$ cat src/rtl/iap_pkg.sv
package iap_pkg;

    typedef enum logic {
        PH_PTR  = 1'b0,
        PH_DATA = 1'b1
    } iap_phase_e;

    localparam int RST_FLAG_BIT = 0;

    function automatic logic sets_reset(input logic [7:0] value);
        return value[RST_FLAG_BIT];
    endfunction

endpackage

$ cat src/rtl/iap_sequencer.sv
module iap_sequencer
    import iap_pkg::*;
#(
    parameter int PTR_W = 6
) (
    input  logic             clk,
    input  logic             rst,
    input  logic             wr,
    input  logic             rd,
    input  logic             in_reset,
    input  logic [PTR_W-1:0] ptr_in,
    output logic             data_we,
    output logic [PTR_W-1:0] data_addr,
    output logic             rd_en,
    output logic [PTR_W-1:0] rd_addr,
    output iap_phase_e       phase
);

    logic [PTR_W-1:0] ptr_q;
    logic             wr_eff;

    assign wr_eff = wr && !rd;

    always_ff @(posedge clk) begin
        if (rst) begin
            phase <= PH_PTR;
            ptr_q <= '0;
        end else if (rd) begin
            phase <= PH_PTR;
        end else if (wr) begin
            if (in_reset) begin
                phase <= PH_PTR;
                ptr_q <= '0;
            end else if (phase == PH_PTR) begin
                ptr_q <= ptr_in;
                phase <= PH_DATA;
            end else begin
                phase <= PH_PTR;
            end
        end
    end

    always_comb begin
        data_we   = wr_eff && (in_reset || phase == PH_DATA);
        data_addr = in_reset ? '0 : ptr_q;
        rd_en     = rd;
        rd_addr   = in_reset ? '0 : ptr_q;
    end

    p_rd_resync_r5: assert property (@(posedge clk) disable iff (rst)
        rd |=> phase == PH_PTR);

    p_ptr_load_r2: assert property (@(posedge clk) disable iff (rst)
        (wr_eff && !in_reset && phase == PH_PTR)
        |=> (phase == PH_DATA && ptr_q == $past(ptr_in)));

    p_data_return_r3: assert property (@(posedge clk) disable iff (rst)
        (wr_eff && !in_reset && phase == PH_DATA) |=> phase == PH_PTR);

    p_reset_ptr_r8: assert property (@(posedge clk) disable iff (rst)
        (wr_eff && in_reset) |=> (ptr_q == '0 && phase == PH_PTR));

    p_rd_keeps_ptr_r4: assert property (@(posedge clk) disable iff (rst)
        rd |=> $stable(ptr_q));

endmodule

$ cat src/rtl/iap_bank.sv
module iap_bank
    import iap_pkg::*;
#(
    parameter int DATA_W = 8,
    parameter int PTR_W  = 6
) (
    input  logic              clk,
    input  logic              rst,
    input  logic              we,
    input  logic [PTR_W-1:0]  waddr,
    input  logic [DATA_W-1:0] wdata,
    input  logic              re,
    input  logic [PTR_W-1:0]  raddr,
    output logic [DATA_W-1:0] rdata,
    output logic              rst_flag
);

    localparam int DEPTH = 1 << PTR_W;

    logic [DATA_W-1:0] entries [DEPTH];
    logic              enter_rst;
    logic              others_nz;

    assign enter_rst = we && (waddr == '0) && wdata[RST_FLAG_BIT];
    assign rst_flag  = entries[0][RST_FLAG_BIT];

    for (genvar g = 0; g < DEPTH; g++) begin : g_entry
        if (g == 0) begin : g_ctrl
            always_ff @(posedge clk) begin
                if (rst)
                    entries[g] <= DATA_W'(1) << RST_FLAG_BIT;
                else if (we && waddr == PTR_W'(g))
                    entries[g] <= wdata;
            end
        end else begin : g_plain
            always_ff @(posedge clk) begin
                if (rst || enter_rst)
                    entries[g] <= '0;
                else if (we && waddr == PTR_W'(g))
                    entries[g] <= wdata;
            end
        end
    end

    always_ff @(posedge clk) begin
        if (rst)
            rdata <= '0;
        else if (re)
            rdata <= entries[raddr];
    end

    always_comb begin
        others_nz = 1'b0;
        for (int i = 1; i < DEPTH; i++)
            others_nz = others_nz | (|entries[i]);
    end

    p_reset_clears_r7: assert property (@(posedge clk) disable iff (rst)
        rst_flag |-> !others_nz);

    p_reset_entry_r7: assert property (@(posedge clk) disable iff (rst)
        enter_rst |=> rst_flag);

endmodule

$ cat src/rtl/indirect_access_port.sv
module indirect_access_port
    import iap_pkg::*;
#(
    parameter int DATA_W = 8,
    parameter int PTR_W  = 6
) (
    input  logic              clk,
    input  logic              rst,
    input  logic              host_wr,
    input  logic              host_rd,
    input  logic [DATA_W-1:0] host_wdata,
    output logic [DATA_W-1:0] host_rdata,
    output logic              dev_in_reset
);

    logic             data_we;
    logic [PTR_W-1:0] data_addr;
    logic             rd_en;
    logic [PTR_W-1:0] rd_addr;
    logic             rst_flag;
    iap_phase_e       phase;

    iap_sequencer #(.PTR_W(PTR_W)) seq_i (
        .clk       (clk),
        .rst       (rst),
        .wr        (host_wr),
        .rd        (host_rd),
        .in_reset  (rst_flag),
        .ptr_in    (host_wdata[PTR_W-1:0]),
        .data_we   (data_we),
        .data_addr (data_addr),
        .rd_en     (rd_en),
        .rd_addr   (rd_addr),
        .phase     (phase)
    );

    iap_bank #(.DATA_W(DATA_W), .PTR_W(PTR_W)) bank_i (
        .clk      (clk),
        .rst      (rst),
        .we       (data_we),
        .waddr    (data_addr),
        .wdata    (host_wdata),
        .re       (rd_en),
        .raddr    (rd_addr),
        .rdata    (host_rdata),
        .rst_flag (rst_flag)
    );

    assign dev_in_reset = rst_flag;

    p_rd_in_reset_r9: assert property (@(posedge clk) disable iff (rst)
        (host_rd && rst_flag) |=> host_rdata[RST_FLAG_BIT]);

    p_both_no_store_r6: assert property (@(posedge clk) disable iff (rst)
        (host_rd && host_wr) |=> $stable(dev_in_reset));

    p_exit_reset_r8: assert property (@(posedge clk) disable iff (rst)
        (host_wr && !host_rd && rst_flag && !host_wdata[RST_FLAG_BIT])
        |=> (!dev_in_reset && phase == PH_PTR));

endmodule

$ cat config.mk
export PLATFORM = sky130hd
export DESIGN_NAME = indirect_access_port
export DESIGN_NICKNAME = d
export VERILOG_FILES = /design/src/rtl/iap_pkg.sv /design/src/rtl/iap_sequencer.sv /design/src/rtl/iap_bank.sv /design/src/rtl/indirect_access_port.sv
export SDC_FILE = /design/constraint.sdc
export NUM_CORES = 1
export LEC_CHECK = 0
export BUFFER_PORTS_ARGS = -buffer_cell sky130_fd_sc_hd__buf_2
export CAP_MARGIN = 15
export CORE_ASPECT_RATIO = 0.8
export CORE_UTILIZATION = 47
export DETAILED_ROUTE_END_ITERATION = 12
export SYNTH_ARGS = -nofsm -noshare
export SYNTH_HDL_FRONTEND = slang
export SYNTH_SLANG_ARGS = --single-unit
$ cat constraint.sdc
create_clock -name clk -period 3 [get_ports clk]
set_clock_uncertainty 0.15 [all_clocks]
set_input_delay 0.15 -clock clk [delete_from_list [all_inputs] [get_ports clk]]
set_output_delay 0.15 -clock clk [all_outputs]
set_load 0.05 [all_outputs]
Yosys cells after proc, flatten, opt, wreduce, memory -nomap -nowiden:

Memory sizes are Yosys's and may differ from the RTL's. A register that Yosys moved wholly into a read port is not among the register bits.
Cells that the tools add are included.

* memories: 1
* output and inout bits: 9
* word-level logic and storage cells: 470
* register bits after elaboration: 7
* bits of input ports: 12
* bits in writable memories: 512

Memories
* bank_i.entries: words 64, width 8, rd ports 2, clocked after memory_dff 1, wr ports 64, line iap_bank.sv:20 `logic [DATA_W-1:0] entries [DEPTH];`

* bitwise gates (word level): 65
* reductions and logical operators: 73
* eq/ne operators: 64
* muxes and demuxes: 265

Operators with widths (count)
* 8-bit 2-to-1 mux: 64
* 1-bit 2-to-1 mux: 198
* 6-bit == test, second input constant: 32
* 6-bit by 5-bit == test with 1-bit output, second input constant: 16
* 1-bit logical AND: 67
* 1-bit OR: 64
* 6-bit by 4-bit == test with 1-bit output, second input constant: 8
* 6-bit by 3-bit == test with 1-bit output, second input constant: 4
* 6-bit 2-to-1 mux: 3
* 6-bit by 2-bit == test with 1-bit output, second input constant: 2
* 6-bit by 1-bit == test with 1-bit output, second input constant: 1
* 6-bit zero test: 1
* 3-bit AND reduction: 1
* 1-bit logical OR: 2
* 2-bit by 1-bit != test with 1-bit output, second input constant: 1
* 2-bit OR reduction: 1
* 1-bit zero test: 1
* 1-bit inverter: 1

Depth between registers and ports, before layout:

Gate-level depths: netlist (run 1).

* depth after elaboration: 9
* mapped depth: 10
* depth with buffers taken out: 6

Cells and area by module:

Synthesis (run 1) repeated with hierarchy kept, for this count alone.

* cells, all modules: 1748
* area total of the unflattened synthesis: 24514.8 sq um

By module, submodules not included
* iap_bank: times used 1, cells an instance 1711, seq. area each 15534.9 sq um, area each 24134.4 sq um
* iap_sequencer: times used 1, cells an instance 37, seq. area each 140.1 sq um, area each 380.4 sq um

Worst setup path before layout (run 1):

Ideal clock, no wire load.

* path kind: reg-to-reg
* start: memory bank_i.entries[0][0]
* end: memory bank_i.entries[25][0], enable pin
* path buffers: 4
* setup slack: 0.035 ns
* required time: 2.466 ns
* setup time: 0.384 ns
* arrival time: 2.431 ns
* stages on the path, launching flop included: 8
* cells stage by stage: edfxtp_1 buf_4 buf_2 buf_6 nor2_2 buf_2 nand2_1 o21ai_0

RTL lines (line)
* start: declaration: iap_bank.sv:20

==> impl_metrics.ini, run 1 <==
[outcome]
status = finished, final reports clean

[sta]
min_period_ns = 2.93
maxSlewViolCount = 0
fin_crit_sh_pct = 97.7
tns_ns = 0
finalHoldViolCount = 0
fmax_ghz = 0.341
setup_viol = 0
slew-limit-headroom_pct = 31.8
rsz0062_at_grt = false
worst_pin_slew_ns = 1.01

[synthesis]
yosys.area.top_type = edfxtp_1
synth_edf_count = 512
synthesis.instances = 2006
yosys-top-cells-count = edfxtp_1, and2_1, and3_1, o21ai_0, clkbuf_1
yosysMostFrequentCell = edfxtp_1
synth_nets = 2018
ys_ff_latch = 527
async_flop_share_pct = 0
synth_area_mm2 = 0.0254
synth_area_leaders = edfxtp_1, and2_1, and3_1
seq_area_frac_synth_pct = 61.8
ys.flop_type = edfxtp_1
avgSynthCellArea_um2 = 12.6
yosysUniqueCellTypes = 81
synth_top_area_share_pct = 60.6
yosysWarnings = 0

[worst_setup_path]
cp_data_required_time_ns = 3.17
worstReg2RegStart = bank_i.entries[0][0]
r2r_cells = 6
max_stage_delay_ns = 0.53
regToRegSetupSlack_ns = 0.07
cp-end-kind = register
slowest_stage = nand3_1
crit_path_frequent_cell = buf_4
worstPathArrival_ns = 3.10
cp-startpoint = bank_i.entries[0][0]
r2r_end = bank_i.entries[51][5]
critPathMaxFanout = 45
crit_chain = buf_12 > nor2b_4 > buf_4 > nand3_1 > o21ai_0 > buf_4
path_class = reg2reg
start_kind = register

[die]
die_h_um = 210
ios = 21
num_rows = 75
start_util_pct = 48.0
core-area_mm2 = 0.0528
dieArea_mm2 = 0.0549
die_w_um = 262

[global_routing]
grt_max_degree = 121
gr-total-overflow = 0
track_usage_pct = 29.6
grt_pass1_vias = 16900
antenna_found_initial = 2
grt_pass1_wl_um = 117000

[final_layout]
fin_nets = 2097
areaGrowthSynthToFinish_pct = 13.8
drive_gt1_share_pct = 17.3
antenna_cells = 0
stdcell_area_mm2 = 0.0289
fill_cells = 4390

[power]
p_per_area_mw_per_mm2 = 567
power_leakage_nw = 10.6
vdd_drop_max_uv = 505

[clock_tree]
clock-sinks = 527
cts_buffers = 54
cts_tree = yes
cts_max_level = 2
clkLatencyLatePin_ns = 0.61
root_buffer = clkbuf_16
clk_transition_reported_paths_ns = 0.06
post_cts_buffers = 0
clk_path_buf_depth = 3

[worst_hold_path]
min_from = host_wdata[5]
hold_end = bank_i.entries[56][5]
hold_depth = 3
hold_class = in2reg

[placed_design]
place_area_mm2 = 0.0270
hpwl_um = 52500
io_buffers = 20
gp_congestion = 0.948

[route]
routed_wirelength_um = 79900
firstDrtPassIters = 6
routedWlPerCell_um = 28.3
via_count = 17600
drcViolationCount = 0
drtIter0Drc = 2737
ant_nets = 0
via_per_inst = 6.23

[flow_run]
maxCapViolCount = 0
[metrics by stage]
stage / utilization, % / total power [W] / std cells / hold slack [ns] / worst slack (ns)
6_report: 54.6 / 0.0164 / 2822 / 0.0430 / 0.0700
3_5_place_dp: 51.1 / 0.00950 / 2716 / 0.390 / 0.113
3_3_place_gp: 51.1 / 0.00948 / 2716 / 0.389 / 0.141
4_1_cts: 54.6 / 0.0164 / 2822 / 0.0359 / 0.100
5_1_grt: 54.6 / 0.0168 / 2822 / 0.0581 / 0.0164
2_1_floorplan: - / 0.00906 / 2006 / 0.259 / 0.0348
[layout by cell type, fill, tap and decap left out, types with 10 or more instances in the layout]
cell and instances:
a211o_1 16, a211oi_1 45, a21oi_1 41, a221o_1 10, a221oi_1 29, a22oi_1 44, and2_1 393, and3_1 123
buf_12 15, buf_2 18, buf_4 165, clkbuf_1 11, clkbuf_16 55, clkinv_1 13, clkinv_2 10, dfxtp_1 13
edfxtp_1 512, mux2_2 20, mux2i_1 72, mux4_2 13, nand2_1 40, nand2b_1 12, nand3_1 13, nor2_1 54
nor2_2 28, nor2b_1 37, nor3_1 16, o21ai_0 111, o22ai_1 32, o31ai_1 11
[cell families (layout without fill, tap and decap cells)]
| kind of cell | after synthesis | count (layout) | synth area share [%] |
|---|---|---|---|
| DFF | 527 | 527 | 61.8 |
| AOI/OAI and AO/OA | 424 | 424 | 11.5 |
| muxes | 105 | 105 | 4.89 |
| and+or+nand+nor | 760 | 760 | 18.1 |
| buffers and inverters | 190 | 313 | 3.67 |
[worst max-delay path by stage]
stage,end
after global placement,bank_i.rdata[3]
after CTS,bank_i.rdata[3]
after global routing,bank_i.entries[36][2]
after detailed placement,bank_i.rdata[3]
after floorplan,bank_i.entries[25][0]
final,bank_i.entries[51][5]
[critical path, delay by kind of cell (launching register included)]
kind	cells	cell delay (ns)
and+or+nand+nor	2	0.87
buffers and inverters	3	0.80
DFF	1	0.41
AOI/OAI and AO/OA	1	0.38
[cell type report]
cell class                 count  area (µm²)  share of cell area, %
sequential                   527       15700                   54.3
tap                          693         867                   3.00
clock inverter                34         387                   1.34
timing repair buffer         204        1690                   5.85
clock buffer                  66        1420                   4.91
multi-input combinational   1289        8790                   30.4
inverter                       9        33.8                  0.117
[timing repair]
action / CTS / global route
endpoints found under the setup margin: 0 / 6
resized for setup: 0 / 3
endpoints found under the hold margin: 33 / 0
hold buffers: 6 / 0
[power by group]
group	internal [W]	total [W]	switching (W)	leakage (nW)
Clock	0.00412	0.00700	0.00288	0.887
Combinational	0.000260	0.000859	0.000598	4.24
Sequential	0.00839	0.00850	0.000115	5.49
Total	0.0128	0.0164	0.00359	10.6
[sequential cells by signal, indices dropped and copies added, names as in the netlist]
signal,count
bank_i.entries,512
bank_i.rdata,8
seq_i.phase,1
seq_i.ptr_q,6
[routing by layer]
layer | GRT usage, % | up-vias | part of all wire (%)
met5 | 0 | - | 0.011
li1 | - | 7676 | -
met1 | 44.7 | 8807 | 43
met2 | 43.5 | 932 | 44
met4 | 8.62 | 2 | 2.9
met3 | 5.12 | 152 | 9.7
Power figures use the tool's default switching activity.
==> inputs of run 2 (changes only) <==
--- a/config.mk
+++ b/config.mk
@@ -9,7 +9,9 @@
 export CAP_MARGIN = 15
 export CORE_ASPECT_RATIO = 0.8
 export CORE_UTILIZATION = 47
+export CTS_BUF_LIST = sky130_fd_sc_hd__clkbuf_2
 export DETAILED_ROUTE_END_ITERATION = 12
+export REMOVE_ABC_BUFFERS = 1
 export SYNTH_ARGS = -nofsm -noshare
 export SYNTH_HDL_FRONTEND = slang
 export SYNTH_SLANG_ARGS = --single-unit
==> run 2 against run 1 <==
Effect of this change:
- register-to-register slack lost 0.03 ns
- first-iteration DRC count shrank 14%
- power shrank 15%
- final cell count grew 4.8%
- sequential cell count is the same
- via count grew 3.7%
- worst hold slack gained 0.088 ns
- maximum frequency shrank 1.1%
- count of clock-buffer cells in the layout grew 108
- die area is the same
- highest routed layer unchanged
==> impl_metrics.ini, run 2 (synthesis results as in run 1) <==
[sta]
worst_pin_slew_ns = 1.05
min_period_ns = 2.96
finalHoldViolCount = 0
setup_viol = 0
fin_crit_sh_pct = 98.8
tns_ns = 0
maxSlewViolCount = 0
rsz0062_at_grt = false
slew-limit-headroom_pct = 29.1
fmax_ghz = 0.337
finalWorstSetupSlack_ns = 0.0368

[die]
core-area_mm2 = 0.0528
die_w_um = 262
die_h_um = 210
dieArea_mm2 = 0.0549
start_util_pct = 48.0
num_rows = 75
ios = 21

[outcome]
status = finished, final reports clean

[placed_design]
place_area_mm2 = 0.0272
post-place-ws_ns = 0.165
gp_congestion = 0.935
io_buffers = 20
hpwl_um = 55800

[worst_hold_path]
hold_class = in2reg
hold_depth = 3
min_from = host_wdata[1]
hold_end = bank_i.entries[55][1]

[clock_tree]
root_buffer = clkbuf_2
clk_path_buf_depth = 3
cts_max_level = 4
clkLatencyLatePin_ns = 1.15
cts_tree = yes
clk_transition_reported_paths_ns = 0.11
cts_buffers = 134
clock-sinks = 527

[global_routing]
grt_pass1_wl_um = 122000
track_usage_pct = 31.1
grt_max_degree = 76
gr-total-overflow = 0
antenna_found_initial = 7
grt_pass1_vias = 17800

[power]
power_leakage_nw = 10.7
vdd_drop_max_uv = 280
p_per_area_mw_per_mm2 = 490

[worst_setup_path]
worstPathArrival_ns = 3.84
cp_data_required_time_ns = 3.88
regToRegSetupSlack_ns = 0.04
critPathMaxFanout = 8
r2r_cells = 8
crit_chain = buf_4 > nand2b_2 > buf_4 > o22a_1 > o21ai_0 > nand4_1 > a21boi_0 > a31oi_1
path_buf_inv = 2
slowest_stage = a21boi_0
max_stage_delay_ns = 0.53
cp-startpoint = bank_i.entries[0][0]
worstReg2RegStart = bank_i.entries[0][0]
start_kind = register
path_class = reg2reg
cp-end-kind = register
crit_path_frequent_cell = buf_4
r2r_end = bank_i.rdata[5]
crit_family = compound AO/OA/AOI/OAI gates

[final_layout]
fin_util_pct = 53.7
drive_gt1_share_pct = 21.9
stdcell_area_mm2 = 0.0284
layout_common_cells = edfxtp_1, and2_1, buf_4
largest_reg_flops = 512
final_common_cell = edfxtp_1
fin_nets = 2216
largestRegisters = bank_i.entries: 512 flops, bank_i.rdata: 8 flops, seq_i.ptr_q: 6 flops
areaGrowthSynthToFinish_pct = 11.9
top_register = bank_i.entries

[route]
drcViolationCount = 0
routedWlPerCell_um = 28.5
routed_wirelength_um = 84300
drtIter0Drc = 2362
firstDrtPassIters = 8
ant_nets = 0
via_count = 18200
via_per_inst = 6.16

[flow_run]
maxCapViolCount = 0
## run 2: cell types whose count changed in the layout (fill, tap and decap cells not counted), sizes merged, moves of 2 or more
cell | previous run | this run
clkbuf | 66 | 174
buf | 198 | 223
dlygate4sd3 | 6 | 20
bufinv | 9 | 1
clkinv | 23 | 17
diode | 0 | 2
## run 2: timing repair
action | in CTS | in global routing
resized for setup | 0 | 1
endpoints found under the setup margin | 0 | 21
hold buffers | 20 | 0
endpoints found under the hold margin | 1018 | 0
buffers inserted | 0 | 0
## run 2: power by group
part           internal [W]  switching, W  leakage (nW)
registers           0.00838      0.000132          5.49
clock network       0.00161       0.00289         0.779
logic              0.000278      0.000622          4.43
total                0.0103       0.00365          10.7
## run 2: routing by layer
| layer | vias up | wire length, µm | global-route usage (%) |
|---|---|---|---|
| met2 | 1068 | 36200 | 44.4 |
| met5 | - | 44 | 0 |
| met4 | 8 | 2520 | 10.0 |
| met3 | 169 | 9680 | 10.6 |
| met1 | 9024 | 35800 | 44.4 |
| li1 | 7957 | - | - |
## run 2: how the worst max path moves through the flow
stage / to / slack, ns / cells past startpoint
2_1_floorplan: bank_i.entries[10][0] / -5.47 / 4
3_3_place_gp: bank_i.rdata[5] / 0.19 / 8
3_5_place_dp: bank_i.rdata[4] / 0.17 / 7
4_1_cts: bank_i.rdata[4] / 0.12 / 7
5_1_grt: bank_i.rdata[1] / 0.04 / 8
6_report: bank_i.rdata[5] / 0.04 / 8
## run 2: cell type report
class	instances	area [µm²]
Antenna cell	2	5.00
Clock buffer	174	871
Clock inverter	21	106
Fill cell	4627	24500
Inverter	9	33.8
Multi-Input combinational cell	1289	8770
Sequential cell	527	15700
Tap cell	693	867
Timing Repair Buffer	243	2040
## run 2: through the flow
stage,total power [W],hold slack [ns],cells
floorplan,0.00899,0.0721,1825
global placement,0.00953,0.377,2741
detailed placement,0.00954,0.409,2741
CTS,0.0140,0.0390,2956
global route,0.0144,0.0580,2957
finish,0.0139,0.131,2958
## run 2: worst register-to-register path, delay by kind of cell, from the launching register on
| kind | cells | cell delay [ns] |
|---|---|---|
| AOI/OAI and AO/OA | 4 | 1.16 |
| buffers and inverters | 2 | 0.44 |
| DFF | 1 | 0.44 |
| and+or+nand+nor | 2 | 0.67 |
